<file path="config.mk">
export PLATFORM = sky130hd
export DESIGN_NAME = mem_wait_calc
export DESIGN_NICKNAME = d
export VERILOG_FILES = /design/src/rtl/mem_wait_calc.sv
export SDC_FILE = /design/constraint.sdc
export NUM_CORES = 1
export LEC_CHECK = 0
export BUFFER_PORTS_ARGS = -buffer_cell sky130_fd_sc_hd__buf_2
export CELL_PAD_IN_SITES_DETAIL_PLACEMENT = 1
export CELL_PAD_IN_SITES_GLOBAL_PLACEMENT = 1
export CORE_AREA = 5 5 161 163
export CTS_CLUSTER_SIZE = 12
export DETAILED_ROUTE_END_ITERATION = 8
export DIE_AREA = 0 0 166 168
export GPL_TIMING_DRIVEN = 0
export PLACE_DENSITY_LB_ADDON = 0.1
export SYNTH_ARGS = -nofsm -noshare
export SYNTH_HDL_FRONTEND = slang
export SYNTH_SLANG_ARGS = --single-unit
</file>
<file path="constraint.sdc">
create_clock -name clk -period 5.8 [get_ports clk]
set_input_delay 0.87 -clock clk [delete_from_list [all_inputs] [get_ports clk]]
set_output_delay 0.87 -clock clk [all_outputs]
set_load 0.02 [all_outputs]
</file>
<file path="src/rtl/mem_wait_calc.sv">
module mem_wait_calc #(
  parameter int AW         = 32,
  parameter int CW         = 8,
  parameter int TW         = 12,
  parameter int TCM_SHIFT  = 14,
  parameter int REGION_LSB = 24,
  parameter logic [31:0] CODE_LIMIT = 32'h0200_0000
) (
  input  logic          clk,
  input  logic          rst_n,
  input  logic          req_valid,
  input  logic          req_core,
  input  logic          req_kind,
  input  logic [1:0]    req_size,
  input  logic          req_write,
  input  logic [AW-1:0] req_addr,
  input  logic [AW-1:0] tcm_base,
  output logic          cost_valid,
  output logic [CW-1:0] cost_cycles,
  input  logic          acc_clear,
  input  logic          comb_core,
  input  logic [TW-1:0] alu_cycles,
  input  logic [TW-1:0] fetch_cycles,
  output logic [TW:0]   exec_total,
  output logic [TW:0]   instr_total
);
  localparam int SW = TW + 1;
  localparam int NSTREAM = 4;

  logic [AW-1:0] last_q [NSTREAM];
  logic [1:0]    sid;
  logic [AW-1:0] nbytes, aligned, win_mask;
  logic          is_fast, seq, wide32;
  logic [3:0]    region;
  logic [CW-1:0] c32, c16, cslw, tab, penalty, cost_d;
  logic [TW-1:0] acc_q;
  logic [SW-1:0] mem_ext, alu_ext, fetch_ext;
  logic          unused_bits;

  assign unused_bits = req_write;

  assign sid      = {req_core, req_kind};
  assign is_fast  = ~req_core;
  assign wide32   = req_size[1];
  assign nbytes   = (req_size == 2'd0) ? AW'(1) : (req_size == 2'd1) ? AW'(2) : AW'(4);
  assign aligned  = req_addr & ~(nbytes - AW'(1));
  assign seq      = (aligned == last_q[sid] + nbytes);
  assign win_mask = ~((AW'(1) << TCM_SHIFT) - AW'(1));
  assign region   = req_addr[REGION_LSB +: 4];

  assign c32     = is_fast ? CW'(2) : CW'(1);
  assign c16     = wide32 ? (c32 << 1) : c32;
  assign cslw    = c16 << 3;
  assign penalty = is_fast ? CW'(6) : CW'(1);

  always_comb begin
    case (region)
      4'h0, 4'h1:             tab = CW'(1);
      4'h2, 4'h5, 4'h6:       tab = c16;
      4'h8, 4'h9, 4'hA:       tab = cslw;
      default:                tab = c32;
    endcase
  end

  always_comb begin
    if (is_fast && !req_kind && (req_addr < AW'(CODE_LIMIT)))
      cost_d = CW'(1);
    else if (is_fast && req_kind && ((aligned & win_mask) == (tcm_base & win_mask)))
      cost_d = CW'(1);
    else if (is_fast && region == 4'h2)
      cost_d = seq ? CW'(1) : c16;
    else
      cost_d = tab + (seq ? CW'(0) : penalty);
  end

  always_ff @(posedge clk) begin
    if (!rst_n) begin
      for (int i = 0; i < NSTREAM; i++) last_q[i] <= '1;
      cost_valid  <= 1'b0;
      cost_cycles <= '0;
    end else begin
      cost_valid <= req_valid;
      if (req_valid) begin
        last_q[sid] <= aligned;
        cost_cycles <= cost_d;
      end
    end
  end

  always_ff @(posedge clk) begin
    if (!rst_n)
      acc_q <= '0;
    else if (acc_clear)
      acc_q <= cost_valid ? TW'(cost_cycles) : '0;
    else if (cost_valid)
      acc_q <= acc_q + TW'(cost_cycles);
  end

  assign mem_ext   = SW'(acc_q);
  assign alu_ext   = SW'(alu_cycles);
  assign fetch_ext = SW'(fetch_cycles);

  assign exec_total  = comb_core ? (alu_ext + mem_ext)
                                 : ((alu_ext > mem_ext) ? alu_ext : mem_ext);
  assign instr_total = (exec_total > fetch_ext) ? exec_total : fetch_ext;


  strobe_follow_chk: assert property (@(posedge clk) disable iff (!rst_n)
    req_valid |=> cost_valid);

  idle_quiet_chk: assert property (@(posedge clk) disable iff (!rst_n)
    !req_valid |=> !cost_valid);

  cost_range_chk: assert property (@(posedge clk) disable iff (!rst_n)
    cost_valid |-> (cost_cycles >= CW'(1) && cost_cycles <= CW'(38)));

  clear_idle_chk: assert property (@(posedge clk) disable iff (!rst_n)
    (acc_clear && !cost_valid) |=> (acc_q == '0));

  instr_floor_chk: assert property (@(posedge clk) disable iff (!rst_n)
    (instr_total >= exec_total) && (instr_total >= fetch_ext));

  exec_floor_chk: assert property (@(posedge clk) disable iff (!rst_n)
    (exec_total >= alu_ext) && (exec_total >= mem_ext));
endmodule

</file>
==> impl_metrics.csv <==
group,metric,value,unit
clock_tree,numCtsBuffers,17,
timing,holdWs,537,ps
logic_synthesis,synthXorXnorAreaFrac,6.80,%
logic_synthesis,synthesis.area,10000,µm²
layout,design_area,12400,µm²
timing,finalClockSkew,15.2,ps
setup_path,crit_path_max_incr_delay,520,ps
logic_synthesis,syn_inst,967,
pwr,power.leakage,4.77,nW
die,core,24200,µm²
layout,area_delta_synth_final,23.0,%
logic_synthesis,synth_top_cell_area_share,38.3,%
global_route,grt_pass1_wl,50.3,mm
clock_tree,htreeDepth,4,
pwr,ir_worst_vdd,197,µV
clock_tree,cts_buffer_depth,2,
timing,layout_setup_ws,-283,ps
logic_synthesis,avgSynthCellArea,10.4,µm²
logic_synthesis,synthArstFlopShare,0,%
global_route,antenna_found_initial,2,
place,gp_congestion,0.839,
clock_tree,cts_tree,"built",
place,place_area,11200,µm²
outcome,outcome,"complete, but fails checks",
setup_path,crit_slowest_cell,"o21ai_0",
layout,num-nets-final,1288,
routing,remaining_drc_errors,0,
logic_synthesis,synth-edff-count,128,
pwr,seqPwrFrac,40.4,%
setup_path,worstPathRequired,4930,ps
clock_tree,clkTransAtPathRegs,70,ps
setup_path,cp.arrival,5210,ps
routing,dr.first_iter.drc_count,464,
timing,slew_headroom,27.2,%
timing,setup_viol,12,
timing,maxSlewViolCount,0,
place,pre_cts_ws,-1640,ps
logic_synthesis,synth_compound_area_share,9.86,%
logic_synthesis,synthFlopType,"edfxtp_1",
timing,fin_tns_setup,-3170,ps
logic_synthesis,yosys.area_share.simple,17.1,%
logic_synthesis,yosysWarnings,0,
logic_synthesis,synth_fa_ha_area_share,7.06,%
timing,fmax,164,MHz
logic_synthesis,synth-seq-cells,148,
pwr,p_sw_share,31.8,%
routing,drtAntennaViolNets,0,
global_route,overflow,0,
min_path,min_path_type,"flip-flop to flip-flop",
clock_tree,clock_sinks,148,
die,dieWidth,166,µm
logic_synthesis,synth.area.top_cells,"edfxtp_1 (38%), ha_1 (6.4%), nand2_1 (5.6%)",
pwr,p_comb_share,24.0,%
clock_tree,hold_buffers,0,
die,die_h,168,µm
place,dpl.hpwl,24.0,mm
setup_path,criticalPathCategory,"primary input to output pin",
die,start_util,41.6,%
setup_path,crit_fanout,5,
global_route,grt.total_usage,23.1,%
routing,vias,8115,
pwr,p_clk_share,35.6,%
setup_path,crit_path_start_kind,"primary input",
timing,worst_pin_slew,1080,ps
pwr,p_switching,0.991,mW
routing,drtPass1Iterations,4,
logic_synthesis,synth_top_family_by_area,"simple AND/OR/NAND/NOR gates",
global_route,grt_max_degree,19,
setup_path,critPathCaptureType,"output pin",
clock_tree,cts_root_buffer,"clkbuf_16",
timing,min_period,6080,ps
outcome,violations,"negative setup slack",
setup_path,cp_common_cell,"a21oi_1",
pwr,total_power,3.11,mW
logic_synthesis,muxShareOfSynthArea,11.4,%
layout,drive_above_1_share,24.9,%
global_route,grt_pass1_vias,8666,
clock_tree,insertion_delay,440,ps
die,row_count,57,
pwr,p_per_area,252,nW/µm²
routing,viasPerCell,5.51,
die,io_pins,133,
routing,wl,32.1,mm
die,dieArea,27900,µm²
timing,hold_viol,0,
timing,finalCritPeriodShare,105,%
logic_synthesis,yosysTopAreaCell,"edfxtp_1",
place,io_buffers,110,
timing,rsz0062_at_grt,"true",
pwr,internal-power,2.12,mW
logic_synthesis,yosysUniqueCellTypes,78,
logic_synthesis,syn_nets,1119,
place,dp.cells,1405,
layout,fill_cells,2708,
layout,final_cells,1474,
logic_synthesis,ys_seq_area_share,42.2,%
flow_run,drv_cap,0,
routing,wl_per_cell,21.8,µm
layout,postLayoutCoreUtil,51.1,%
worst max-delay path, delay by kind of cell:
| kind | cells | cell delay (ps) |
|---|---|---|
| AO/OA/AOI/OAI | 13 | 2330 |
| adder cells (fa/ha/maj) | 2 | 560 |
| buffers and inverters | 5 | 750 |
| multiplexers | 2 | 400 |
| AND/OR/NAND/NOR | 4 | 300 |
worst paths after layout:
check | from | end | slack, ps | cells past startpoint
setup / recovery | alu_cycles[5] | instr_total[10] | -280 | 26
hold / removal | cost_cycles[2]$_SDFFE_PN0P_ | cost_cycles[2]$_SDFFE_PN0P_ | 540 | 2
setup reg to reg | last_q[3][0]$_DFFE_PP_ | cost_cycles[4]$_SDFFE_PN0P_ | 650 | 22
hold reg to reg | cost_cycles[2]$_SDFFE_PN0P_ | cost_cycles[2]$_SDFFE_PN0P_ | 540 | 2
metal layers:
| layer | up-vias | track usage, % | part of all wire, % |
|---|---|---|---|
| met4 | 2 | 6.53 | 2.3 |
| met5 | - | 0 | 0.037 |
| met2 | 174 | 39.9 | 49 |
| met1 | 4073 | 30.3 | 45 |
| li1 | 3825 | - | - |
| met3 | 41 | 3.54 | 4.0 |
flip-flops by register name, summed over array words and instances, names as in the netlist:
signal and cells:
acc_q 12, cost_valid 1, last_q 128, cost_cycles 7
cell type report:
type	count	area [µm²]	area share, %
Inverter	81	304	2.46
Tap cell	324	405	3.28
Clock inverter	15	156	1.27
Sequential cell	148	4250	34.4
Antenna cell	1	2.50	0.0203
Timing Repair Buffer	154	1070	8.70
Multi-Input combinational cell	697	5460	44.2
Clock buffer	17	425	3.44
Buffer	37	274	2.22
timing repair:
action / CTS / global route
pin swaps: 24 / 17
buffers inserted: 22 / 16
endpoints found under the setup margin: 19 / 17
cloned: 1 / 1
gates resized for setup: 45 / 31
power groups by stage:
stage	logic, mW	registers (mW)	clock network (mW)
5_1_grt	0.805	1.27	1.18
3_5_place_dp	0.677	1.28	0
3_3_place_gp	0.657	1.28	0
6_report	0.748	1.26	1.11
4_1_cts	0.722	1.26	1.12
2_1_floorplan	0.447	1.27	0
cell usage after synthesis (all sizes together) (3+ instances only):
| library cell | number |
|---|---|
| nand2 | 152 |
| edfxtp | 128 |
| inv | 81 |
| nor2 | 65 |
| xnor2 | 54 |
| ha | 51 |
| a21oi | 37 |
| mux4 | 32 |
| o21ai | 31 |
| clkbuf | 28 |
| mux2i | 25 |
| xor2 | 24 |
| nand4 | 22 |
| nand3 | 21 |
| dfxtp | 20 |
| nor2b | 15 |
| a21o | 13 |
| buf | 13 |
| mux2 | 12 |
| nor4 | 12 |
| and2 | 11 |
| nand2b | 10 |
| nor3 | 10 |
| o21bai | 7 |
| o21a | 6 |
| nor3b | 5 |
| a211oi | 4 |
| a31o | 4 |
| a31oi | 4 |
| and3 | 4 |
| o31ai | 4 |
| or2 | 4 |
| a221o | 3 |
| a22oi | 3 |
| a32oi | 3 |
| a41oi | 3 |
| fa | 3 |
| nand3b | 3 |
| nand4b | 3 |
| nor4b | 3 |
| o2111ai | 3 |
| o31a | 3 |
| o41ai | 3 |
| or3 | 3 |
cell families after synthesis:
logic type                 Yosys count
muxes                               69
xor gates and xnor gates            78
AOI/OAI and AO/OA                  147
DFF                                148
and+or+nand+nor                    347
other                                1
buffers and inverters              122
adders and majority gates           55
placed cells by master, fill, tap and decap left out, types with 19 or more instances in the layout:
cell type,n
a21oi_1,33
buf_2,98
buf_4,40
clkbuf_1,23
edfxtp_1,128
ha_1,44
inv_1,80
mux2i_1,24
mux4_2,21
nand2_1,147
nand3_1,20
nand4_1,19
nor2_1,64
o21ai_0,19
xnor2_1,54
xor2_1,23
Note: power is estimated with default switching activity, not from simulation.
